### config.mk
export PLATFORM = sky130hd
export DESIGN_NAME = spi_hold_ctrl
export DESIGN_NICKNAME = d
export VERILOG_FILES = /design/src/rtl/spi_hold_pkg.sv /design/src/rtl/spi_hold_sync.sv /design/src/rtl/spi_hold_edge.sv /design/src/rtl/spi_hold_fsm.sv /design/src/rtl/spi_hold_bitcnt.sv /design/src/rtl/spi_hold_ctrl.sv
export SDC_FILE = /design/constraint.sdc
export NUM_CORES = 1
export LEC_CHECK = 0
export BUFFER_PORTS_ARGS = -buffer_cell sky130_fd_sc_hd__buf_2
export CORE_MARGIN = 2
export CORE_UTILIZATION = 45
export CTS_BUF_LIST = sky130_fd_sc_hd__clkbuf_16
export CTS_CLUSTER_SIZE = 30
export DETAILED_ROUTE_END_ITERATION = 10
export PLACE_DENSITY = 0.81
export SETUP_SLACK_MARGIN = 0.1
export SLEW_MARGIN = 20
export SYNTH_ARGS = -nofsm -noshare
export SYNTH_HDL_FRONTEND = slang
export SYNTH_SLANG_ARGS = --single-unit
### constraint.sdc
create_clock -name clk -period 3.9 [get_ports clk]
set_input_delay 0.39 -clock clk [delete_from_list [all_inputs] [get_ports clk]]
set_output_delay 0.39 -clock clk [all_outputs]
set_load 0.01 [all_outputs]
### src/rtl/spi_hold_pkg.sv
package spi_hold_pkg;

   // Positions of the pins inside the synchroniser vector
   localparam int PIN_CS   = 0;
   localparam int PIN_SCK  = 1;
   localparam int PIN_HOLD = 2;
   localparam int NUM_PINS = 3;

   // Reset levels: chip-select inactive, clock low, no pause request
   localparam logic [NUM_PINS-1:0] PIN_RST_LEVEL = 3'b101;

   typedef enum logic [2:0] {
      HS_RUN        = 3'd0,  // transaction advancing
      HS_ENTER_WAIT = 3'd1,  // request low, clock high: waiting for low phase
      HS_HELD       = 3'd2,  // transaction frozen
      HS_EXIT_WAIT  = 3'd3,  // request high, clock high: waiting for low phase
      HS_ABORTED    = 3'd4   // chip-select rose while frozen
   } hold_state_t;

endpackage

### src/rtl/spi_hold_sync.sv
module spi_hold_sync #(
   parameter int                WIDTH   = 3,
   parameter int                STAGES  = 2,
   parameter logic [WIDTH-1:0]  RST_VAL = '0
) (
   input  logic             clk,
   input  logic             rst_n,
   input  logic [WIDTH-1:0] d,
   output logic [WIDTH-1:0] q
);

   if (WIDTH < 1) begin : g_bad_width
      $error("spi_hold_sync: WIDTH must be at least 1");
   end
   if (STAGES == 1 || STAGES < 0) begin : g_bad_stages
      $error("spi_hold_sync: STAGES must be 0 (bypass) or at least 2");
   end

   if (STAGES == 0) begin : g_bypass
      assign q = d;
   end else begin : g_chain
      logic [WIDTH-1:0] stg [STAGES];

      always_ff @(posedge clk or negedge rst_n) begin
         if (!rst_n) begin
            for (int i = 0; i < STAGES; i++) stg[i] <= RST_VAL;
         end else begin
            stg[0] <= d;
            for (int i = 1; i < STAGES; i++) stg[i] <= stg[i-1];
         end
      end

      assign q = stg[STAGES-1];
   end

endmodule

### src/rtl/spi_hold_edge.sv
module spi_hold_edge #(
   parameter int               WIDTH   = 1,
   parameter logic [WIDTH-1:0] RST_VAL = '0
) (
   input  logic             clk,
   input  logic             rst_n,
   input  logic [WIDTH-1:0] cur,
   output logic [WIDTH-1:0] rise,
   output logic [WIDTH-1:0] fall
);

   if (WIDTH < 1) begin : g_bad_width
      $error("spi_hold_edge: WIDTH must be at least 1");
   end

   logic [WIDTH-1:0] prev_q;

   always_ff @(posedge clk or negedge rst_n) begin
      if (!rst_n) prev_q <= RST_VAL;
      else        prev_q <= cur;
   end

   assign rise = cur & ~prev_q;
   assign fall = ~cur & prev_q;

endmodule

### src/rtl/spi_hold_fsm.sv
module spi_hold_fsm
   import spi_hold_pkg::*;
(
   input  logic clk,
   input  logic rst_n,
   input  logic cs_n_s,
   input  logic sck_s,
   input  logic hold_n_s,
   output logic hold_active,
   output logic xact_rst
);

   hold_state_t state_q, state_d;
   logic        abort_d;
   logic        xrst_q;

   always_comb begin
      state_d = state_q;
      abort_d = 1'b0;
      unique case (state_q)
         HS_RUN: begin
            if (!cs_n_s && !hold_n_s)
               state_d = sck_s ? HS_ENTER_WAIT : HS_HELD;
         end
         HS_ENTER_WAIT: begin
            if (cs_n_s)      state_d = HS_RUN;
            else if (!sck_s) state_d = hold_n_s ? HS_RUN : HS_HELD;
         end
         HS_HELD: begin
            if (cs_n_s) begin
               state_d = HS_ABORTED;
               abort_d = 1'b1;
            end else if (hold_n_s) begin
               state_d = sck_s ? HS_EXIT_WAIT : HS_RUN;
            end
         end
         HS_EXIT_WAIT: begin
            if (cs_n_s) begin
               state_d = HS_ABORTED;
               abort_d = 1'b1;
            end else if (!sck_s) begin
               state_d = hold_n_s ? HS_RUN : HS_HELD;
            end
         end
         HS_ABORTED: begin
            if (!cs_n_s && hold_n_s && !sck_s) state_d = HS_RUN;
         end
         default: state_d = HS_RUN;
      endcase
   end

   always_ff @(posedge clk or negedge rst_n) begin
      if (!rst_n) begin
         state_q <= HS_RUN;
         xrst_q  <= 1'b0;
      end else begin
         state_q <= state_d;
         xrst_q  <= abort_d;
      end
   end

   assign hold_active = (state_q == HS_HELD) || (state_q == HS_EXIT_WAIT) ||
                        (state_q == HS_ABORTED);
   assign xact_rst    = xrst_q;

   // an inactive chip-select never lets a pause begin
   p_no_entry_cs_high_r2: assert property (@(posedge clk) disable iff (!rst_n)
      (cs_n_s && !hold_active) |=> !hold_active);

   // entry only from a cycle with request low and clock low
   p_entry_sck_low_r3: assert property (@(posedge clk) disable iff (!rst_n)
      $rose(hold_active) |-> $past(!sck_s && !hold_n_s && !cs_n_s));

   // exit only from a cycle with request high, clock low, chip-select low
   p_exit_sck_low_r5: assert property (@(posedge clk) disable iff (!rst_n)
      $fell(hold_active) |-> $past(!sck_s && hold_n_s && !cs_n_s));

   // the transaction reset is caused by a chip-select rise during a pause
   p_xrst_cause_r8: assert property (@(posedge clk) disable iff (!rst_n)
      xact_rst |-> ($past(hold_active && cs_n_s) && hold_active));

   // the transaction reset lasts a single cycle
   p_xrst_single_r8: assert property (@(posedge clk) disable iff (!rst_n)
      xact_rst |=> !xact_rst);

endmodule

### src/rtl/spi_hold_bitcnt.sv
module spi_hold_bitcnt #(
   parameter int CNT_W = 6
) (
   input  logic             clk,
   input  logic             rst_n,
   input  logic             cs_n_s,
   input  logic             hold_active,
   input  logic             xact_rst,
   input  logic             sck_rise,
   input  logic             sck_fall,
   output logic             shift_rise_en,
   output logic             shift_fall_en,
   output logic [CNT_W-1:0] bit_cnt
);

   if (CNT_W < 1 || CNT_W > 32) begin : g_bad_cnt
      $error("spi_hold_bitcnt: CNT_W must be 1..32");
   end

   localparam logic [CNT_W-1:0] CNT_ONE = {{(CNT_W-1){1'b0}}, 1'b1};

   logic             advance_ok;
   logic [CNT_W-1:0] cnt_q;

   assign advance_ok    = !cs_n_s && !hold_active;
   assign shift_rise_en = sck_rise && advance_ok;
   assign shift_fall_en = sck_fall && advance_ok;

   always_ff @(posedge clk or negedge rst_n) begin
      if (!rst_n)                  cnt_q <= '0;
      else if (cs_n_s || xact_rst) cnt_q <= '0;
      else if (shift_rise_en)      cnt_q <= cnt_q + CNT_ONE;
   end

   assign bit_cnt = cnt_q;

   // a frozen transaction keeps its bit position
   p_cnt_frozen_r6: assert property (@(posedge clk) disable iff (!rst_n)
      (hold_active && !cs_n_s && !xact_rst) |=> $stable(bit_cnt));

   // chip-select high clears the position
   p_cnt_clear_r9: assert property (@(posedge clk) disable iff (!rst_n)
      cs_n_s |=> (bit_cnt == '0));

   // transaction reset clears the position
   p_cnt_abort_r8: assert property (@(posedge clk) disable iff (!rst_n)
      xact_rst |=> (bit_cnt == '0));

endmodule

### src/rtl/spi_hold_ctrl.sv
module spi_hold_ctrl
   import spi_hold_pkg::*;
#(
   parameter int SYNC_STAGES = 2,
   parameter int CNT_W       = 6
) (
   input  logic             clk,
   input  logic             rst_n,
   input  logic             cs_n_pin,
   input  logic             sck_pin,
   input  logic             hold_n_pin,
   input  logic             so_drive,
   output logic             hold_active,
   output logic             so_oe,
   output logic             xact_rst,
   output logic             shift_rise_en,
   output logic             shift_fall_en,
   output logic [CNT_W-1:0] bit_cnt
);

   logic [NUM_PINS-1:0] pins_raw;
   logic [NUM_PINS-1:0] pins_s;
   logic                cs_n_s, sck_s, hold_n_s;
   logic                sck_rise, sck_fall;
   logic                hold_q;
   logic                xrst_q;

   always_comb begin
      pins_raw           = '0;
      pins_raw[PIN_CS]   = cs_n_pin;
      pins_raw[PIN_SCK]  = sck_pin;
      pins_raw[PIN_HOLD] = hold_n_pin;
   end

   spi_hold_sync #(
      .WIDTH   (NUM_PINS),
      .STAGES  (SYNC_STAGES),
      .RST_VAL (PIN_RST_LEVEL)
   ) u_sync (
      .clk   (clk),
      .rst_n (rst_n),
      .d     (pins_raw),
      .q     (pins_s)
   );

   assign cs_n_s   = pins_s[PIN_CS];
   assign sck_s    = pins_s[PIN_SCK];
   assign hold_n_s = pins_s[PIN_HOLD];

   spi_hold_edge #(
      .WIDTH   (1),
      .RST_VAL (PIN_RST_LEVEL[PIN_SCK])
   ) u_sck_edge (
      .clk   (clk),
      .rst_n (rst_n),
      .cur   (sck_s),
      .rise  (sck_rise),
      .fall  (sck_fall)
   );

   spi_hold_fsm u_fsm (
      .clk         (clk),
      .rst_n       (rst_n),
      .cs_n_s      (cs_n_s),
      .sck_s       (sck_s),
      .hold_n_s    (hold_n_s),
      .hold_active (hold_q),
      .xact_rst    (xrst_q)
   );

   spi_hold_bitcnt #(
      .CNT_W (CNT_W)
   ) u_bitcnt (
      .clk           (clk),
      .rst_n         (rst_n),
      .cs_n_s        (cs_n_s),
      .hold_active   (hold_q),
      .xact_rst      (xrst_q),
      .sck_rise      (sck_rise),
      .sck_fall      (sck_fall),
      .shift_rise_en (shift_rise_en),
      .shift_fall_en (shift_fall_en),
      .bit_cnt       (bit_cnt)
   );

   assign hold_active = hold_q;
   assign xact_rst    = xrst_q;
   assign so_oe       = so_drive && !cs_n_s && !hold_q;

   // the output driver is released for the whole pause
   p_so_released_r7: assert property (@(posedge clk) disable iff (!rst_n)
      ($past(hold_q) && hold_q) |-> !so_oe);

endmodule

-- Yosys cells after proc, flatten, opt, wreduce, memory -nomap -nowiden
Index checks and enable logic that the tools add are counted.
- register bits: 17
- latch bits: 0
- bits in writable memories: 0
- bits in read-only memories: 0
- input bits: 6
- output and inout bits: 11
- word-level logic and storage cells: 52
- memories kept: 0
- $add $sub $neg: 1
- multiply operators: 0
- divide/modulo/power cells: 0
- $lt $le $gt $ge: 0
- equal/unequal tests: 7
- shifts and indexed selects: 0
- mux-type cells: 15
- bitwise gates (word level): 4
- reduce and logical (&&, ||, !) cells: 19
- operators with widths (kind ; number):
    3-bit 2-to-1 mux ; 7
    3-bit one-hot mux with 5 select lines ; 1
    6-bit 2-to-1 mux ; 2
    1-bit logical AND ; 8
    6-bit by 1-bit adder with 6-bit output, second input constant ; 1
    3-bit by 2-bit equality test with 1-bit output, second input constant ; 2
    2-bit 2-to-1 mux ; 3
    1-bit logical NOT ; 4
    2-bit by 1-bit != test with 1-bit output, second input constant ; 2
    3-bit by 1-bit equality test with 1-bit output, second input constant ; 1
    3-bit equality test, second input constant ; 1
    3-bit logical NOT ; 1
    1-bit logical OR ; 3
    3-bit != test, second input constant ; 1
    3-bit AND reduction ; 1
    1-bit AND ; 2
    1-bit 2-to-1 mux ; 2
    1-bit inverter ; 2
    2-bit nonzero test ; 1
    2-bit OR reduction ; 1

-- Logic depth before layout (Yosys ltp)
- depth after elaboration: 8
- mapped depth: 6
- gate-level depth less buffers: 5

-- By module
From an unflattened synthesis, not the netlist that was laid out.
- cell total of the unflattened synthesis: 62
- area total of the unflattened synthesis: 755.7 µm²
- by module, submodules not included (module ; times used ; cells an instance ; area each (µm²)):
    spi_hold_bitcnt ; 1 ; 32 ; 335.3
    spi_hold_fsm ; 1 ; 17 ; 190.2
    spi_hold_sync ; 1 ; 9 ; 177.7
    spi_hold_edge ; 1 ; 3 ; 40.0
    spi_hold_ctrl ; 1 ; 1 ; 12.5

-- Worst setup path after synthesis
OpenSTA, ideal clock, no wires.
- path type: flip-flop to flip-flop
- start point: register u_fsm.state_q[2]
- end point: register u_bitcnt.cnt_q[3] (netlist: u_bitcnt.bit_cnt[3])
- data arrival time: 1.613 ns
- required time: 3.823 ns
- path slack: 2.209 ns
- stages on the path, launching flop included: 6
- path buffers: 1
- clock period less this slack: 1.691 ns
- cell sequence: dfrtp_1 -> nor3b_1 -> or4_1 -> buf_2 -> or3_1 -> a21oi_1
- longest elaborated chain between the ends: 7
- elaborated cells between the ends (all ways): 9
- ends and longest elaborated chain (element ; RTL line ; text):
    from (decl) ; spi_hold_fsm.sv:13 ; hold_state_t state_q, state_d;
    from (signal assigned) ; spi_hold_fsm.sv:57 ; state_q <= state_d;
    3-bit by 2-bit equality test with 1-bit output ; spi_hold_fsm.sv:62 ; assign hold_active = (state_q == HS_HELD) || (state_q == HS_EXIT_WAIT) ||
    1-bit logical OR ; spi_hold_fsm.sv:62 ;
    1-bit logical OR (*) ; spi_hold_fsm.sv:62 ;
    1-bit logical NOT (*) ; spi_hold_bitcnt.sv:25 ; assign advance_ok = !cs_n_s && !hold_active;
    1-bit logical AND (*) ; spi_hold_bitcnt.sv:25 ;
    1-bit logical AND (*) ; spi_hold_bitcnt.sv:26 ; assign shift_rise_en = sck_rise && advance_ok;
    2-bit nonzero test (no source line) (*) ; - ;
    to (signal assigned) ; spi_hold_bitcnt.sv:32 ; else if (shift_rise_en) cnt_q <= cnt_q + CNT_ONE;
    to (decl) ; spi_hold_bitcnt.sv:23 ; logic [CNT_W-1:0] cnt_q;
Mark *: on every way between the ends. The rest lies on a longest branch, timed or not.
A chain may end at the register's enable or synchronous reset.

-- Final worst setup path
- start point: register u_fsm.state_q[2]
- end point: output port shift_rise_en
- longest elaborated chain between the ends: 6
- elaborated cells between the ends (all ways): 8
- ends and longest elaborated chain (element ; RTL line ; text):
    3-bit by 2-bit equality test with 1-bit output ; spi_hold_fsm.sv:62 ;
    1-bit logical OR ; spi_hold_fsm.sv:62 ;
    1-bit logical OR (*) ; spi_hold_fsm.sv:62 ;
    1-bit logical NOT (*) ; spi_hold_bitcnt.sv:25 ;
    1-bit logical AND (*) ; spi_hold_bitcnt.sv:25 ;
    1-bit logical AND (*) ; spi_hold_bitcnt.sv:26 ;
    to (decl) ; spi_hold_ctrl.sv:16 ; output logic shift_rise_en,
Marked as above.

==> key figures <==
Clock network
  • Worst skew pair latency: 0.25 ns
  • # H-tree levels: 1
  • Total CTS buffers: 3
  • CTS sink cnt: 17
  • Post-CTS Resized: 0
  • Root Buffer: clkbuf_16
  • Clock-pin slew on the worst setup and hold paths: 0.05 ns
  • Max clock buf depth: 2
  • Hold-fix buffers, CTS: 0
  • Post-CTS setup buffers: 0
  • CTS tree: done

Setup path
  • Critical path data required time: 3.51 ns
  • Reg-to-Reg Start: u_fsm.state_q[2]$_DFFE_PN0P_
  • Largest delay share family, worst path: simple AND/OR/NAND/NOR gates
  • Crit-path max FO: 8
  • Critical path type: flop to primary output
  • CP Launch Type: flop
  • Reg-to-reg setup timing slack: 2.08 ns
  • Critical path data arrival time: 1.71 ns
  • CP max stage delay: 0.65 ns
  • Worst Setup SP: u_fsm.state_q[2]$_DFFE_PN0P_
  • Worst-path cell chain: nor3b_1, or4_1, inv_2, buf_2
  • Worst path slowest cell: or4_1
  • Worst path bufs/invs: 2
  • Setup crit end kind: primary output

Yosys
  • Register area share after synthesis: 0.619
  • Flops & latches, synth: 17
  • Cell taking the most area after synthesis: dfrtp_1
  • Synthesized cell area: 696 um^2
  • Syn Nets: 70
  • Synth Instances: 63
  • Yosys cell types: 23
  • Warnings, synthesis: 0
  • Area share of the largest cell type after synthesis: 0.468
  • Top area cells in the synthesized netlist: dfrtp_1 47%, dfstp_2 15%, or3_1 4.5%
  • Mapped Avg Cell Area: 11.0 um^2

Floorplan
  • Die Ht: 43.3 um
  • Core Box Area: 1470 um^2
  • Initial Util: 0.473
  • Die Span X: 43.3 um
  • Total die area: 1880 um^2
  • Placement Rows: 14
  • Num ports: 17

GRT
  • GRT Total Usage: 0.156
  • GR Overflow Total: 0
  • Largest net degree at the start of global routing: 18
  • Vias in the first global route: 495
  • Antenna violations before repair: 0
  • Global-route wire length before repair: 2020 um

Layout
  • Most common cell after layout, fill and taps aside: buf_2
  • Area Growth Syn to Fin: 25.2%
  • Antenna Cells: 0
  • Nets: 90
  • Design area: 871 um^2
  • Most frequent cells in the layout: 16 x buf_2, 13 x dfrtp_1, 5 x or3_1, 5 x nand2_1, 5 x a21oi_1
  • Share of layout cells above drive strength 1: 0.329
  • Fin cells: 98
  • Final Util: 0.592

Placement
  • Detailed Place HPWL: 866 um
  • Port buffer count: 16
  • Gpl congestion: 0.789
  • Placed instance area: 791 um^2
  • # placed instances: 94

STA
  • Final TNS setup: 0 ns
  • Skew final: 0.00120 ns
  • RSZ-0062 raised after global routing: false
  • Max_slew headroom: 0.745
  • Final period util: 0.539
  • Number of hold violations in the final report: 0
  • Max-slew violation count: 0
  • Achievable Freq: 0.476 GHz
  • Worst Tran Pin Value: 0.381 ns
  • Min Tclk post-route: 2.10 ns
  • # setup viols final: 0

Outcome
  • Status: completed

Route
  • Vias per inst: 5.19
  • DRC: 0
  • Antenna Nets Post-Route: 0
  • Initial DRC Count: 7
  • Routed WL: 1180 um
  • Drt wl/cell: 12.1 um
  • Vias: 509
  • DRT Pass-1 Iters: 4

Run
  • Max-Cap Viols: 0

Hold path
  • Tightest Hold Check Type: input port to asynchronous set/reset pin

Pwr
  • PD cells: 542 nW/um^2
  • Worst vdd ir: 0.307 mV
  • Leakage: 0.000430 uW
-- report_power, final --
group	switching [uW]	internal, uW
Clock	65.4	137
Combinational	35.4	30.7
Sequential	11.2	192
Total	112	360
-- synthesized netlist by cell type, drive strengths merged --
library cell / number
xnor2: 2
nand2: 5
nor2: 4
or3: 5
dfstp: 4
and2: 1
nand3: 3
o21ai: 3
nor2b: 1
buf: 1
a22o: 1
or2: 2
o211a: 1
ha: 1
nor4: 1
nand2b: 2
dfrtp: 13
nor3b: 2
a21oi: 5
or4: 1
mux2i: 1
inv: 4
-- layout make-up --
| class | instances | area [um^2] |
|---|---|---|
| sequential | 17 | 430 |
| multi-input combinational | 41 | 245 |
| timing repair buffer | 16 | 80.1 |
| clock buffer | 3 | 75.1 |
| inverter | 4 | 15.0 |
| fill | 121 | 601 |
| clock inverter | 1 | 5.00 |
| tap | 16 | 20.0 |
-- flip-flops by register name, summed over array words and instances, names as in the netlist --
signal / flops
u_sync.g_chain.stg: 3
u_fsm.xact_rst: 1
u_sync.q: 3
u_sck_edge.prev_q: 1
u_fsm.state_q: 3
u_bitcnt.bit_cnt: 6
-- through the flow --
| stage | hold slack [ns] | power [uW] | worst slack [ns] |
|---|---|---|---|
| floorplan | 0.0944 | 248 | 2.21 |
| global placement | 0.323 | 270 | 2.12 |
| detailed placement | 0.320 | 272 | 2.07 |
| CTS | 0.0546 | 478 | 1.79 |
| global route | 0.0795 | 496 | 1.72 |
| finish | 0.0428 | 472 | 1.80 |
-- worst paths after layout --
check | end | depth (start not counted)
setup / recovery | shift_rise_en | 4
hold / removal | u_bitcnt.bit_cnt[0]$_DFFE_PN0P_ | 1
setup reg to reg | u_bitcnt.bit_cnt[3]$_DFFE_PN0P_ | 4
hold reg to reg | u_sync.q[1]$_DFF_PN0_ | 0
max in group asynchronous | u_sync.g_chain.stg[5]$_DFF_PN1_ | 1
min in group clk | u_sync.g_chain.stg[3]$_DFF_PN1_ | 1
-- cells by family after synthesis --
kind of cell    after synthesis  synth area share
compound gates               10            0.0845
xor+xnor                      2            0.0252
fa+ha+maj                     1            0.0180
buf+inv                       5            0.0288
flops                        17             0.619
mux                           1            0.0144
simple gates                 27             0.210
-- routing by layer --
layer,wire length (um),part of all wire,global-route usage
met3,57,0.048,0.0638
met5,0,0,0
met1,519,0.44,0.161
met4,18,0.015,0.0909
met2,588,0.50,0.263
(Power assumes the default switching activity.)
